<file path="src/rtl/nds_pkg.sv">
// nds_pkg: shared helpers for the nibble DRAM sequencer.
// Assumes column accesses are laid out back to back with a fixed gap.
package nds_pkg;

    // First phase of column access idx.
    function automatic int col_start(input int idx, input int first,
                                     input int len, input int gap);
        return first + idx * (len + gap);
    endfunction

    // Phase just after column access idx ends (strobe back high).
    function automatic int col_end(input int idx, input int first,
                                   input int len, input int gap);
        return first + idx * (len + gap) + len;
    endfunction

endpackage

</file>
<file path="src/rtl/nds_slot_timer.sv">
// nds_slot_timer: free-running phase counter that divides the system
// clock into fixed slots. Assumes SLOT_LEN is a power of two.
module nds_slot_timer #(
    parameter int SLOT_LEN = 8,
    localparam int PH_W = $clog2(SLOT_LEN)
) (
    input  logic            clk,
    input  logic            rst_n,
    output logic [PH_W-1:0] phase,
    output logic            slot_last
);
    localparam logic [PH_W-1:0] LAST_PH = PH_W'(SLOT_LEN - 1);

    // Advance the phase every clock and wrap at the end of the slot.
    always_ff @(posedge clk) begin
        if (!rst_n) phase <= '0;
        else if (phase == LAST_PH) phase <= '0;
        else phase <= phase + 1'b1;
    end

    assign slot_last = (phase == LAST_PH);

    AST_PHASE_WRAP: assert property (@(posedge clk) disable iff (!rst_n)
        slot_last |=> (phase == '0));
    AST_SYNC_SINGLE: assert property (@(posedge clk) disable iff (!rst_n)
        slot_last |=> !slot_last);
endmodule

</file>
<file path="src/rtl/nds_strobe_gen.sv">
// nds_strobe_gen: decodes the slot phase and the held request into the
// row strobe, column strobe, write enable and multiplexed address.
// Assumes the request registers change only at the start of a slot.
module nds_strobe_gen #(
    parameter int ADDR_W    = 16,
    parameter int NIBS      = 2,
    parameter int SLOT_LEN  = 8,
    parameter int RAS_PRE   = 2,
    parameter int CAS_FIRST = 3,
    parameter int CAS_LEN   = 2,
    parameter int CAS_GAP   = 1,
    localparam int PH_W  = $clog2(SLOT_LEN),
    localparam int MA_W  = ADDR_W / 2,
    localparam int SEL_W = $clog2(NIBS)
) (
    input  logic              clk,
    input  logic              rst_n,
    input  logic [PH_W-1:0]   phase,
    input  logic              active,
    input  logic              lat_we,
    input  logic [ADDR_W-1:0] lat_addr,
    output logic              ras_n,
    output logic              cas_n,
    output logic              we_n,
    output logic [MA_W-1:0]   dram_addr,
    output logic [SEL_W-1:0]  col_idx,
    output logic              cas_low
);
    localparam int RAS_LOW = SLOT_LEN - RAS_PRE;

    logic [NIBS-1:0] col_hit;
    logic            row_phase;
    logic            ras_on;

    // One window detector per column access.
    for (genvar i = 0; i < NIBS; i++) begin : g_col
        localparam int CS = nds_pkg::col_start(i, CAS_FIRST, CAS_LEN, CAS_GAP);
        localparam int CE = nds_pkg::col_end(i, CAS_FIRST, CAS_LEN, CAS_GAP);
        assign col_hit[i] = active && (int'(phase) >= CS) && (int'(phase) < CE);
    end

    // Pick which column address is on the bus: it advances once the
    // previous column strobe has gone back high.
    always_comb begin
        col_idx = '0;
        for (int i = 1; i < NIBS; i++) begin
            if (int'(phase) >= nds_pkg::col_end(i - 1, CAS_FIRST, CAS_LEN, CAS_GAP))
                col_idx = SEL_W'(i);
        end
    end

    // Row address until the first column strobe, column address after.
    always_comb begin
        row_phase = int'(phase) < CAS_FIRST;
        if (row_phase) dram_addr = lat_addr[ADDR_W-1:MA_W];
        else           dram_addr = {lat_addr[MA_W-1:SEL_W], col_idx};
    end

    // Strobe and write-enable levels for the current phase.
    always_comb begin
        ras_on  = active && (int'(phase) >= RAS_PRE);
        ras_n   = !ras_on;
        cas_low = |col_hit;
        cas_n   = !cas_low;
        we_n    = !(ras_on && lat_we);
    end

    // Run-length counters used only by the timing checks below.
    logic [PH_W:0] ras_low_cnt;
    logic [PH_W:0] cas_hi_cnt;
    always_ff @(posedge clk) begin
        if (!rst_n) begin
            ras_low_cnt <= '0;
            cas_hi_cnt  <= '0;
        end else begin
            ras_low_cnt <= ras_n ? '0 : ras_low_cnt + 1'b1;
            cas_hi_cnt  <= cas_n ? ((&cas_hi_cnt) ? cas_hi_cnt : cas_hi_cnt + 1'b1) : '0;
        end
    end

    AST_RAS_LOW_TIME: assert property (@(posedge clk) disable iff (!rst_n)
        $rose(ras_n) |-> (int'(ras_low_cnt) == RAS_LOW));
    AST_CAS_HIGH_GAP: assert property (@(posedge clk) disable iff (!rst_n)
        $fell(cas_n) |-> (int'(cas_hi_cnt) >= CAS_GAP));
    AST_CAS_UNDER_RAS: assert property (@(posedge clk) disable iff (!rst_n)
        !cas_n |-> !ras_n);
    AST_WE_SETTLED: assert property (@(posedge clk) disable iff (!rst_n)
        $fell(cas_n) |-> $stable(we_n));
endmodule

</file>
<file path="src/rtl/nds_byte_pack.sv">
// nds_byte_pack: splits the write byte into half-bytes for the data pins
// and gathers the read half-bytes into one byte. Assumes NIBS >= 2 and
// that dram_dq_in is stable through the last clock of each strobe low.
module nds_byte_pack #(
    parameter int DATA_W    = 8,
    parameter int NIB_W     = 4,
    parameter int SLOT_LEN  = 8,
    parameter int CAS_FIRST = 3,
    parameter int CAS_LEN   = 2,
    parameter int CAS_GAP   = 1,
    localparam int NIBS  = DATA_W / NIB_W,
    localparam int PH_W  = $clog2(SLOT_LEN),
    localparam int SEL_W = $clog2(NIBS),
    localparam int STG_W = DATA_W - NIB_W
) (
    input  logic              clk,
    input  logic              rst_n,
    input  logic [PH_W-1:0]   phase,
    input  logic              active,
    input  logic              lat_we,
    input  logic [DATA_W-1:0] lat_wdata,
    input  logic [SEL_W-1:0]  col_idx,
    input  logic              cas_low,
    input  logic [NIB_W-1:0]  dq_in,
    output logic [NIB_W-1:0]  dq_out,
    output logic              dq_oe,
    output logic [DATA_W-1:0] rd_data,
    output logic              rd_valid
);
    localparam int LAST_CAP =
        nds_pkg::col_end(NIBS - 1, CAS_FIRST, CAS_LEN, CAS_GAP) - 1;

    logic [STG_W-1:0] stage;
    logic             reading;
    logic             last_cap;

    assign reading  = active && !lat_we;
    assign last_cap = reading && (int'(phase) == LAST_CAP);

    // Drive the half-byte of the current column only while its strobe is low.
    assign dq_oe  = active && lat_we && cas_low;
    assign dq_out = lat_wdata[col_idx*NIB_W +: NIB_W];

    // Hold every half-byte except the last until the byte is complete.
    for (genvar i = 0; i < NIBS - 1; i++) begin : g_cap
        localparam int CAP_PH =
            nds_pkg::col_end(i, CAS_FIRST, CAS_LEN, CAS_GAP) - 1;
        always_ff @(posedge clk) begin
            if (!rst_n) stage[i*NIB_W +: NIB_W] <= '0;
            else if (reading && int'(phase) == CAP_PH)
                stage[i*NIB_W +: NIB_W] <= dq_in;
        end
    end

    // Assemble the byte with the final half-byte and hold it for the requester.
    always_ff @(posedge clk) begin
        if (!rst_n) rd_data <= '0;
        else if (last_cap) rd_data <= {dq_in, stage};
    end

    // One-clock completion strobe.
    always_ff @(posedge clk) begin
        if (!rst_n) rd_valid <= 1'b0;
        else rd_valid <= last_cap;
    end

    AST_RDV_SINGLE: assert property (@(posedge clk) disable iff (!rst_n)
        rd_valid |=> !rd_valid);
    AST_RDATA_HELD: assert property (@(posedge clk) disable iff (!rst_n)
        !$past(last_cap) |-> $stable(rd_data));
endmodule

</file>
<file path="src/rtl/nibble_dram_seq.sv">
// nibble_dram_seq: byte-wide front end for a half-byte-wide DRAM. Takes
// one request per slot at slot_sync and serves it with one row open and
// one column access per half-byte. Assumes the requester holds its
// inputs valid on the slot_sync clock; refresh is handled elsewhere.
module nibble_dram_seq #(
    parameter int ADDR_W    = 16,
    parameter int DATA_W    = 8,
    parameter int NIB_W     = 4,
    parameter int SLOT_LEN  = 8,
    parameter int RAS_PRE   = 2,
    parameter int CAS_FIRST = 3,
    parameter int CAS_LEN   = 2,
    parameter int CAS_GAP   = 1,
    localparam int NIBS  = DATA_W / NIB_W,
    localparam int PH_W  = $clog2(SLOT_LEN),
    localparam int MA_W  = ADDR_W / 2,
    localparam int SEL_W = $clog2(NIBS)
) (
    input  logic              clk,
    input  logic              rst_n,
    input  logic              req_valid,
    input  logic              req_we,
    input  logic [ADDR_W-1:0] req_addr,
    input  logic [DATA_W-1:0] req_wdata,
    output logic              slot_sync,
    output logic              dram_ras_n,
    output logic              dram_cas_n,
    output logic              dram_we_n,
    output logic [MA_W-1:0]   dram_addr,
    input  logic [NIB_W-1:0]  dram_dq_in,
    output logic [NIB_W-1:0]  dram_dq_out,
    output logic              dram_dq_oe,
    output logic [DATA_W-1:0] rd_data,
    output logic              rd_valid
);
    logic [PH_W-1:0]   phase;
    logic              active;
    logic              lat_we;
    logic [ADDR_W-1:0] lat_addr;
    logic [DATA_W-1:0] lat_wdata;
    logic [SEL_W-1:0]  col_idx;
    logic              cas_low;

    nds_slot_timer #(.SLOT_LEN(SLOT_LEN)) u_timer (
        .clk       (clk),
        .rst_n     (rst_n),
        .phase     (phase),
        .slot_last (slot_sync)
    );

    // Capture the request at the slot boundary and hold it for the slot.
    always_ff @(posedge clk) begin
        if (!rst_n) begin
            active    <= 1'b0;
            lat_we    <= 1'b0;
            lat_addr  <= '0;
            lat_wdata <= '0;
        end else if (slot_sync) begin
            active    <= req_valid;
            lat_we    <= req_we;
            lat_addr  <= req_addr;
            lat_wdata <= req_wdata;
        end
    end

    nds_strobe_gen #(
        .ADDR_W(ADDR_W), .NIBS(NIBS), .SLOT_LEN(SLOT_LEN), .RAS_PRE(RAS_PRE),
        .CAS_FIRST(CAS_FIRST), .CAS_LEN(CAS_LEN), .CAS_GAP(CAS_GAP)
    ) u_strobe (
        .clk       (clk),
        .rst_n     (rst_n),
        .phase     (phase),
        .active    (active),
        .lat_we    (lat_we),
        .lat_addr  (lat_addr),
        .ras_n     (dram_ras_n),
        .cas_n     (dram_cas_n),
        .we_n      (dram_we_n),
        .dram_addr (dram_addr),
        .col_idx   (col_idx),
        .cas_low   (cas_low)
    );

    nds_byte_pack #(
        .DATA_W(DATA_W), .NIB_W(NIB_W), .SLOT_LEN(SLOT_LEN),
        .CAS_FIRST(CAS_FIRST), .CAS_LEN(CAS_LEN), .CAS_GAP(CAS_GAP)
    ) u_pack (
        .clk       (clk),
        .rst_n     (rst_n),
        .phase     (phase),
        .active    (active),
        .lat_we    (lat_we),
        .lat_wdata (lat_wdata),
        .col_idx   (col_idx),
        .cas_low   (cas_low),
        .dq_in     (dram_dq_in),
        .dq_out    (dram_dq_out),
        .dq_oe     (dram_dq_oe),
        .rd_data   (rd_data),
        .rd_valid  (rd_valid)
    );

    AST_OE_IN_WRITE_CAS: assert property (@(posedge clk) disable iff (!rst_n)
        dram_dq_oe |-> (!dram_cas_n && !dram_we_n));
    AST_NO_RDV_AFTER_WRITE: assert property (@(posedge clk) disable iff (!rst_n)
        rd_valid |-> $past(dram_we_n));
    AST_IDLE_QUIET: assert property (@(posedge clk) disable iff (!rst_n)
        dram_ras_n |-> (dram_cas_n && dram_we_n && !dram_dq_oe));
endmodule

</file>
<file path="config.mk">
export PLATFORM = sky130hd
export DESIGN_NAME = nibble_dram_seq
export DESIGN_NICKNAME = d
export VERILOG_FILES = /design/src/rtl/nds_pkg.sv /design/src/rtl/nds_slot_timer.sv /design/src/rtl/nds_strobe_gen.sv /design/src/rtl/nds_byte_pack.sv /design/src/rtl/nibble_dram_seq.sv
export SDC_FILE = /design/constraint.sdc
export NUM_CORES = 1
export LEC_CHECK = 0
export ABC_AREA = 0
export BUFFER_PORTS_ARGS = -buffer_cell sky130_fd_sc_hd__buf_2
export CAP_MARGIN = 30
export CORE_ASPECT_RATIO = 1.2
export CORE_MARGIN = 2
export CORE_UTILIZATION = 40
export CTS_CLUSTER_DIAMETER = 60
export DETAILED_ROUTE_END_ITERATION = 12
export PLACE_DENSITY_LB_ADDON = 0.15
export SLEW_MARGIN = 20
export SYNTH_ARGS = -nofsm -noshare
export SYNTH_HDL_FRONTEND = slang
export SYNTH_SLANG_ARGS = --single-unit
export TNS_END_PERCENT = 20
</file>
<file path="constraint.sdc">
create_clock -name clk -period 1.6 [get_ports clk]
set_clock_uncertainty 0.05 [all_clocks]
set_input_delay 0.4 -clock clk [delete_from_list [all_inputs] [get_ports clk]]
set_output_delay 0.4 -clock clk [all_outputs]
set_load 0.005 [all_outputs]
</file>
# Word-level counts from Yosys, hierarchy flattened
# Index checks and enable logic that the tools add are counted.
dict set report word_totals {
  output_inout_bits 26
  word_cells 38
  ff_bits 42
}
dict set report op_classes {
  n_reduce_logical 16
  n_lt_le_gt_ge 6
  bitwise 1
  n_eq_ne 3
  n_addsub 1
  shifts 1
  n_mux 2
}
# op n
set ops {}
lappend ops {{$logic_and 1x1->1} 10}
lappend ops {{$mux 8} 1}
lappend ops {{$shiftx 8x4->4} 1}
lappend ops {{$eq 3x3->1 const B} 2}
lappend ops {{$ge 3x2->1 const B} 2}
lappend ops {{$ge 3x3->1 const B} 2}
lappend ops {{$logic_not 1->1} 4}
lappend ops {{$reduce_or 2->1} 2}
lappend ops {{$add 3x1->3 const B} 1}
lappend ops {{$eq 3x1->1 const B} 1}
lappend ops {{$lt 3x2->1 const B} 1}
lappend ops {{$lt 3x3->1 const B} 1}
lappend ops {{$mux 1} 1}
lappend ops {{$not 1->1} 1}

# Logic depth before layout (Yosys ltp)
# Gate-level depths: netlist (run 1).
dict set report logic_depth {
  word_depth 5
  mapped_depth 6
  ltp_nobuf 4
}

# Hierarchy
# Synthesis (run 1) repeated with hierarchy kept, for this count alone.
dict set report hier_totals {
  cells_unflattened 162
  hier_area_um2 1821.7
}
# mod cells_per_inst area_per_inst_um2 n_inst
set modules_own_cells {}
lappend modules_own_cells {nibble_dram_seq 83 1002.2 1}
lappend modules_own_cells {nds_byte_pack 54 549.3 1}
lappend modules_own_cells {nds_strobe_gen 17 155.1 1}
lappend modules_own_cells {nds_slot_timer 8 115.1 1}

# Worst setup path after synthesis (run 1)
# No wires, ideal clock.
dict set report synth_path {
  kind {register to output}
  startpoint {register u_timer.phase[1]}
  endpoint {output port dram_dq_out[0]}
  setup_slack_ns -0.125
  stages_incl_launch_ff 5
  arrival_ns 1.275
  required_time_ns 1.150
  path_cell_list {dfxtp_1 -> inv_1 -> ha_1 -> o21ai_2 -> mux2_2}
}
dict set report synth_via {
  elab_chain_len 3
}
# element line
set synth_lines {}
lappend synth_lines {{start: declaration} nds_slot_timer.sv:9} ;# output logic [PH_W-1:0] phase,
lappend synth_lines {{start signal: assignment} nds_slot_timer.sv:18} ;# else phase <= phase + 1'b1;
lappend synth_lines {{$ge 3x3->1} nds_strobe_gen.sv:47} ;# if (int'(phase) >= nds_pkg::col_end(i - 1, CAS_FIRST, CAS_LEN, CAS_GAP))
lappend synth_lines {{$mux 1} nds_strobe_gen.sv:47}
lappend synth_lines {{$shiftx 8x4->4} nds_byte_pack.sv:42} ;# assign dq_out = lat_wdata[col_idx*NIB_W +: NIB_W];
lappend synth_lines {{end: declaration} nibble_dram_seq.sv:31} ;# output logic [NIB_W-1:0] dram_dq_out,
# Every way passes these cells.

# Worst setup path in the final report (run 1)
dict set report layout_path {
  startpoint {register u_timer.phase[1]}
  endpoint {output port dram_dq_out[2]}
}
# Same word-level chain as after synthesis.

==> metrics.txt, run 1 <==
Antenna diodes=0; required time of the critical path=1150 ps; antenna violations before repair=0; Worst setup SP type=register; detailed-route wire length=between 3 and 4 mm; Synth top area share=45.6%; top layer in use=met4; first-pass GRT wire length=5.93 mm; layout cell share with drive strength beyond 1=43.6%; FF+latch count, synth=41; CTS Sinks=between 40 and 50; crit-path cells=inv_4 -> ha_4 -> o21ai_4 -> mux2_4 -> buf_6; 1st-pass router iterations=4; nets=between 200 and 300; Slew HR=76.4%; Rows=26; H-tree levels=2; die height=77.5 um; Area Growth Syn to Fin=40.4%; max_cap viols=0; fin cells=around 300; Min Hold Slack=around 320 ps; Core ar.=4290 um^2; initial core utilization=41.9%; HP Class=in2reg; Worst Hold Path EP=lat_wdata[0]; CP Capture Type=output pin; 1st-iter DRT viols=37; routed vias=between 1k and 1.5k; Routed Antenna Nets=0; fin crit share=124%; DR WL/cell=between 10 and 15 um; Worst Tran Pin Value=approximately 350 ps; Detailed Place HPWL=approximately 2.7 mm; M1 wire length=1.55 mm; status=complete, but fails checks; # port buffers=56; Worst R2R Path Depth=6; synthesized area per cell=about 11 um^2; CTS tree=done; Synth Flop Type=dfxtp_1; Arr. time, crit path=1540 ps; Vias per Instance=around 4.6; count of final hold-check violations=0; Worst R2R End=u_pack.stage[1]; Worst path slowest cell=dfxtp_4; total grt overflow=0; family with the most delay on the worst path=flip-flops; clk_lat worst skew=280 ps; final setup vio count=14; CP peak stage delay=390 ps; cts hold-fix bufs=0; global placement routability congestion=between 0.7 and 0.8; CTS Root Buffer Type=clkbuf_8; met3 routed WL=172 um; CP Buf/Inv Count=2; vias in the first global route=between 1k and 1.5k; I/O pin cnt=58; Die X=roughly 65 um; RSZ-0062 raised after global routing=yes; Hold Path Depth=3; GRT Total Usage=roughly 15%; Final WS setup=-389 ps; CP Max Fanout=5; total power=approximately 1.9 mW; full die area=5050 um^2; number of flops mapped to enable cells by yosys=0; dominant cells by area after synthesis=dfxtp_1 (46%), mux2i_1 (21%), nor2b_1 (9.4%), mux2_2 (6.9%), ha_1 (3.5%); YS warnings=0; R2R Setup Slk=150 ps; post-synth cell types=23; Post-synth ARST share=0%; static leakage=around 1.1 nW; Final min period=1990 ps; CP Class=reg2out; most frequent cells in the layout=buf_2 (45), dfxtp_1 (39), mux2i_1 (37); pin count of the biggest net entering global routing=25; leading cell type in the layout, fill and taps excluded=buf_2; CTS max path bufs=2; Max Freq=roughly 0.5 GHz; post-synth top area cell=dfxtp_1; post-synthesis instance total=roughly 170; Mapped Area=about 1800 um^2; Synthesized Nets=202; Pwr per Cell Area=around 750 nW/um^2; Clk pin slew, worst setup/hold paths=about 80 ps; clock buffer count from CTS=5; max-slew violations=0; worst vdd ir=roughly 0.66 mV; Hold Crit Start=req_wdata[0]; Reg2Reg Launch Point=u_timer.phase[1]; post-route DRC violation count=0; met2 wire length=~1.9 mm; fillcell total=around 390; fraction of the yosys area taken by sequential cells=a little under half; violated checks=setup timing; placed cells=approximately 280
[worst max-delay path by stage]
stage / slack [ps] / cells after the start / to / from
2_1_floorplan: -9 / 4 / dram_dq_out[0] / u_timer.phase[1]
3_3_place_gp: -130 / 4 / dram_addr[1] / u_timer.phase[1]
3_5_place_dp: -160 / 4 / dram_addr[1] / u_timer.phase[1]
4_1_cts: -420 / 5 / dram_dq_out[2] / u_timer.phase[1]
5_1_grt: -470 / 5 / dram_dq_out[3] / u_timer.phase[1]
6_report: -390 / 5 / dram_dq_out[2] / u_timer.phase[1]
[registers in the layout (all words and copies together), names as in the netlist]
signal and count:
active 1, lat_addr 15, lat_wdata 8, lat_we 1, u_pack.rd_data 8, u_pack.rd_valid 1, u_pack.stage 4, u_timer.phase 3
[metal layers]
metal | GRT usage, % | vias to the layer above
met4 | 5.00 | 0
li1 | - | 693
met2 | 26.5 | 38
met3 | 2.90 | 4
met5 | 0 | -
met1 | 17.3 | 617
[final cells by class]
class	count	area, um^2	share of cell area [%]
multi-input combinational	111	1010	40.0
sequential	41	828	32.8
timing repair buffer	72	514	20.4
tap	56	70.1	2.77
clock buffer	5	68.8	2.72
clock inverter	3	17.5	0.693
inverter	4	17.5	0.693
[power breakdown]
group          total [mW]  leakage (nW)  switching (mW)  internal [mW]
registers            1.04         0.332          0.0139           1.03
clock network       0.649        0.0439           0.349          0.301
logic               0.211         0.684          0.0876          0.123
[through the flow]
stage	setup slack, ps	area [um^2]	util (%)	TNS (ps)
after floorplan	-8.55	1830	-	-34.2
after global placement	-134	2240	52.2	-1500
after detailed placement	-161	2240	52.2	-1820
after CTS	-419	2520	58.7	-5340
after global routing	-467	2530	58.8	-6040
final	-389	2530	58.8	-5120
[tightest hold or removal path, stage by stage]
cell	delay, ps
buf_2	70
mux2i_1	50
nor2b_1	90
[synthesized netlist by cell type, types with 2 or more instances]
master and n:
dfxtp_1 41, mux2i_1 37, nor2b_1 27, nand2_1 16, mux2_2 11, ha_1 5
inv_1 4, buf_6 3, clkbuf_1 3, nor2_1 3, and2_1 2, buf_4 2
[kinds of logic (layout without fill, tap and decap cells)]
group	after synthesis	count (layout)	synth area share (%)
simple gates	51	51	15.4
fa+ha+maj	5	5	3.48
flops	41	41	45.6
buf+inv	13	84	4.45
compound gates	7	7	3.62
mux	48	48	27.5
[repair_timing]
action | 4_1_cts | 5_1_grt
gates resized for setup | 31 | 2
pin swaps | 4 | 2
endpoints found under the setup margin | 15 | 16
setup buffers | 3 | 0
Note: power is estimated with default switching activity, not from simulation.
==> run 2: changes to the inputs <==
--- a/config.mk
+++ b/config.mk
@@ -14,6 +14,7 @@
 export CTS_CLUSTER_DIAMETER = 60
 export DETAILED_ROUTE_END_ITERATION = 12
 export PLACE_DENSITY_LB_ADDON = 0.15
+export REMOVE_ABC_BUFFERS = 1
 export SLEW_MARGIN = 20
 export SYNTH_ARGS = -nofsm -noshare
 export SYNTH_HDL_FRONTEND = slang
==> run 2 against run 1 <==
Against the previous run:
- the run still ends with setup timing left
- fmax shrank 1.4%
- first-iteration DRC count down 14%
- global-route usage rose by 0.47 points
- non-clock buffer count is 3 lower
- power decreased by 0.18%
- register-to-register slack is essentially flat
- sequential power about the same
- setup slack got worse by 28 ps
- sequential share of layout area up 1.2 points
- count of clock-buffer cells in the layout rose by 2
- via count is 0.59% higher
- combinational power is 8% lower
- critical endpoint is now dram_dq_out[3]
- largest cell class unchanged
- largest power group unchanged
==> metrics.txt, run 2 (same netlist as run 1, synthesis figures left out) <==
CP peak stage delay=390 ps (about the same); Slew HR=77.5% (+1.1 points); CP Max Fanout=5 (unchanged); number of flip-flops in the largest register=15 (unchanged); Util after Layout=56.8% (-2.0 points); Arr. time, crit path=1570 ps (+30 ps); post-route DRC violation count=0 (unchanged); pre-CTS setup slack=-255 ps (-94.0 ps); Worst R2R End=u_pack.stage[0]; CTS tree=done; clk_lat worst skew=280 ps (about the same); Pwr per Cell Area=778 nW/um^2 (+3.3%); die height=77.5 um (unchanged); required time of the critical path=1150 ps (about the same); Core ar.=4290 um^2 (unchanged); vias in the first global route=1394 (+4.3%); global placement routability congestion=0.788 (+8.3%); Worst Tran Pin Value=336 ps (-15.9 ps); Hold Crit Start=req_addr[15]; R2R Setup Slk=150 ps (about the same); total power=1.90 mW (-0.18%); RSZ-0062 raised after global routing=yes; pin count of the biggest net entering global routing=44 (+76%); Worst setup SP type=register; crit-path cells=inv_4 -> ha_4 -> o21ai_4 -> mux2_4 -> buf_6; Area Growth Syn to Fin=35.7%; Detailed Place HPWL=2.60 mm (-2.4%); Rows=26 (unchanged); I/O pin cnt=58 (unchanged); total grt overflow=0 (unchanged); Vias per Instance=4.72 (+2.0%); Worst Hold Path EP=lat_addr[15]; 1st-pass router iterations=2 (-2); fin crit share=126% (+1.8 points); Worst path slowest cell=dfxtp_4; GRT Total Usage=15.3% (+0.47 points); Final min period=2020 ps (+28.1 ps); CTS Sinks=41 (unchanged); Reg2Reg Launch Point=u_timer.phase[1]; Max Freq=0.496 GHz (-1.4%); antenna violations before repair=0 (unchanged); CP Capture Type=output pin; violated checks=setup timing; HP Class=in2reg; count of final hold-check violations=0 (unchanged); static leakage=1.03 nW (-2.9%); nets=269 (-1.1%); CP Class=reg2out; status=complete, but fails checks; Worst R2R Path Depth=6 (unchanged); Regs by FF count=lat_addr x15, lat_wdata x8, u_pack.rd_data x8; full die area=5050 um^2 (unchanged); leading cell type in the layout, fill and taps excluded=buf_2; final setup vio count=15 (+1); CTS Root Buffer Type=clkbuf_8; layout cell share with drive strength beyond 1=42.7% (-0.97 points); Die X=65.2 um (unchanged); CP Buf/Inv Count=2 (unchanged); DR WL/cell=12.5 um (-0.27%); max_cap viols=0 (unchanged); most frequent cells in the layout=buf_2 (51), dfxtp_1 (38), mux2i_1 (37); H-tree levels=2 (unchanged); Routed Antenna Nets=0 (unchanged); Clk pin slew, worst setup/hold paths=70 ps (about the same); worst vdd ir=0.640 mV (-3.3%); clock buffer count from CTS=5 (unchanged); # port buffers=56 (unchanged); family with the most delay on the worst path=flip-flops; routed vias=1360 (+0.59%); Antenna diodes=0 (unchanged); first-pass GRT wire length=6.02 mm (+1.5%); Hold Path Depth=3 (unchanged); max-slew violations=0 (unchanged); initial core utilization=41.9% (unchanged); detailed-route wire length=3.60 mm (-1.6%); top register by number of flip-flops=lat_addr; cts hold-fix bufs=0 (unchanged); 1st-iter DRT viols=32 (-14%); Final WS setup=-417 ps (-28.1 ps); fillcell total=382 (-2.8%); CTS max path bufs=2 (unchanged)
==> run 2: power by group <==
part,internal [mW],switching (mW)
Clock,0.342,0.318
Combinational,0.112,0.0828
Sequential,1.03,0.0146
Total,1.48,0.416
==> run 2: worst max-delay path by stage <==
stage / depth (start not counted) / startpoint / to
6_report: 5 / u_timer.phase[1] / dram_dq_out[3]
2_1_floorplan: 4 / u_timer.phase[1] / u_pack.rd_data[0]
4_1_cts: 5 / u_timer.phase[1] / dram_dq_out[3]
5_1_grt: 5 / u_timer.phase[1] / dram_dq_out[3]
3_5_place_dp: 5 / u_timer.phase[1] / dram_dq_out[3]
3_3_place_gp: 5 / u_timer.phase[1] / dram_dq_out[2]
==> run 2: area by class of cell <==
type	count	area, um^2	area share [%]
timing repair buffer	69	454	18.6
inverter	4	17.5	0.718
sequential	41	830	34.0
multi-input combinational	111	983	40.3
clock buffer	7	86.3	3.54
tap	56	70.1	2.87
==> run 2: metal layers <==
layer,global-route usage (%),up-vias,wire (um)
met1,16.7,625,1490
met4,7.50,0,65
li1,-,685,-
met3,3.77,6,244
met2,26.9,44,1800
met5,0,-,0
==> run 2: per-stage QoR <==
step | hold WS, ps | area (um^2) | instances | TNS, ps
CTS | 314 | 2380 | 288 | -5860
global placement | 392 | 2210 | 280 | -1440
finish | 322 | 2440 | 288 | -5410
global route | 322 | 2440 | 288 | -6220
detailed placement | 405 | 2210 | 280 | -2300
floorplan | 396 | 1730 | 156 | -23560
==> run 2: tightest hold or removal path: stages <==
cell     delay, ps
buf_2           70
mux2i_1         60
nor2b_1         90
==> run 2: timing repair <==
item,in CTS,in global routing
hold endpoints to repair,0,0
setup endpoints to repair,24,15
setup buffers,1,0
gates resized for setup,19,12
pin swaps,1,3
==> run 3: changes to the inputs <==
==> constraint.sdc (replaced) <==
create_clock -name clk -period 2.1 [get_ports clk]
set_clock_uncertainty 0.05 [all_clocks]
set_input_delay 0.525 -clock clk [delete_from_list [all_inputs] [get_ports clk]]
set_output_delay 0.525 -clock clk [all_outputs]
set_load 0.005 [all_outputs]
==> run 3 against run 2 <==
Against the previous run:
- the flow still finishes with violations (setup timing)
- critical endpoint unchanged
- final area is 0.61% lower
- sequential share of layout area is 0.21 points higher
- critical path type unchanged
- non-clock buffer count is 2 lower
- sequential cell count stayed put
- largest power group unchanged
==> metrics.txt, run 3 (same netlist as run 1, synthesis figures left out) <==
1st-iter DRT viols=42 (+31%); crit-path cells=inv_4 -> ha_4 -> o21ai_4 -> mux2_4 -> buf_6; CP Max Fanout=5 (unchanged); Util after Layout=56.5% (-0.35 points); total grt overflow=0 (unchanged); global placement routability congestion=0.782 (-0.74%); required time of the critical path=1520 ps (+370 ps); Area Growth Syn to Fin=34.8%; Detailed Place HPWL=2.51 mm (-3.4%); pre-CTS setup slack=33.6 ps (+289 ps); first-pass GRT wire length=6.02 mm (unchanged); Clk pin slew, worst setup/hold paths=70 ps (about the same); max-slew violations=0 (unchanged); Hold Path Depth=2 (-1); CP Class=reg2out; nets=267 (-0.74%); Final WS setup=-47.4 ps (+369 ps); CTS Root Buffer Type=clkbuf_8; DR WL/cell=12.6 um (+0.79%); Arr. time, crit path=1570 ps (about the same); CTS max path bufs=2 (unchanged); Die X=65.2 um (unchanged); CTS tree=done; Worst R2R End=u_pack.rd_data[3]; layout cell share with drive strength beyond 1=41.1% (-1.5 points); Vias per Instance=4.71 (-0.17%); Worst R2R Path Depth=4 (-2); detailed-route wire length=3.62 mm (+0.44%); Core ar.=4290 um^2 (unchanged); routed vias=1353 (-0.51%); I/O pin cnt=58 (unchanged); pin count of the biggest net entering global routing=44 (unchanged); 1st-pass router iterations=2 (unchanged); full die area=5050 um^2 (unchanged); count of final hold-check violations=0 (unchanged); CTS Sinks=41 (unchanged); H-tree levels=2 (unchanged); clock buffer count from CTS=5 (unchanged); placed cells=273 (-2.5%); Reg2Reg Launch Point=u_timer.phase[2]; antenna violations before repair=0 (unchanged); top register by number of flip-flops=lat_addr; final setup vio count=6 (-9); fin crit share=102%; cts hold-fix bufs=0 (unchanged); static leakage=1.04 nW (+1.5%); Worst Tran Pin Value=622 ps (+285 ps); leading cell type in the layout, fill and taps excluded=buf_2; Worst setup SP type=register; die height=77.5 um (unchanged); most frequent cells in the layout=buf_2 (47), dfxtp_1 (38), mux2i_1 (37); Max Freq=between 0.4 and 0.5 GHz; Pwr per Cell Area=612 nW/um^2 (-21%); # port buffers=56 (unchanged); CP peak stage delay=390 ps (about the same); post-route DRC violation count=0 (unchanged); CP Capture Type=output pin; vias in the first global route=1386 (-0.57%); max_cap viols=0 (unchanged); Hold Crit Start=u_pack.rd_data[6]; worst vdd ir=0.356 mV (-44%); R2R Setup Slk=420 ps (+270 ps); violated checks=setup timing; total power=1.48 mW (-22%); number of flip-flops in the largest register=15 (unchanged); Worst Hold Path EP=u_pack.rd_data[6]; Antenna diodes=0 (unchanged); RSZ-0062 raised after global routing=yes; initial core utilization=41.9% (unchanged); Rows=26 (unchanged); Routed Antenna Nets=0 (unchanged); Regs by FF count=lat_addr x15, lat_wdata x8, u_pack.rd_data x8; clk_lat worst skew=280 ps (about the same); status=complete, but fails checks; Slew HR=58.6% (-19 points); fin cells=287 (-0.35%); Worst path slowest cell=dfxtp_4; GRT Total Usage=15.3% (+0.078 points); HP Class=reg2reg; Final min period=2150 ps
## run 3: how the worst max path moves through the flow
| stage | end | cells after the start | start | slack [ps] |
|---|---|---|---|---|
| global route | dram_dq_out[3] | 5 | u_timer.phase[1] | -120 |
| global placement | dram_dq_out[2] | 5 | u_timer.phase[1] | 120 |
| finish | dram_dq_out[3] | 5 | u_timer.phase[1] | -50 |
| floorplan | u_pack.rd_data[0] | 4 | u_timer.phase[1] | -400 |
| detailed placement | dram_dq_out[3] | 5 | u_timer.phase[1] | 30 |
| CTS | dram_dq_out[3] | 5 | u_timer.phase[1] | -90 |
## run 3: cell type report
cell class | instances | area (um^2)
clock buffers | 7 | 96.3
clock inverters | 1 | 5.00
fillers | 388 | 1870
inverters | 4 | 17.5
multi-input cells | 111 | 972
flip-flops and latches | 41 | 830
well taps | 56 | 70.1
repair buffers | 67 | 435
## run 3: power by group
part	switching (mW)	internal, mW	total, mW	leakage (nW)
sequential	0.0123	0.785	0.797	0.332
clock	0.252	0.297	0.549	0.0542
combinational	0.0603	0.0779	0.138	0.658
## run 3: repair_timing
item	CTS	global route
setup endpoints to repair	14	14
pin swaps	3	3
gates resized for setup	31	2
setup buffers	6	0
## run 3: layer usage
| layer | track usage, % | part of all wire [%] |
|---|---|---|
| met3 | 5.22 | 6.0 |
| met1 | 15.8 | 42 |
| met5 | 0 | 0 |
| met4 | 5.00 | 1.0 |
| met2 | 28.4 | 51 |
## run 3: per-stage QoR
step | TNS, ps | cell area [um^2] | hold WS [ps]
after global placement | 0 | 2120 | 390
after global routing | -974 | 2430 | 441
after floorplan | -4150 | 1730 | 396
after detailed placement | 0 | 2120 | 399
after CTS | -503 | 2410 | 416
final | -185 | 2430 | 410
## run 3: critical path, delay by kind of cell, from the launching register on
kind	cells	cell delay [ps]
flip-flops	1	390
multiplexers	1	340
AO/OA/AOI/OAI	1	240
buffers and inverters	2	160
adder cells (fa/ha/maj)	1	150
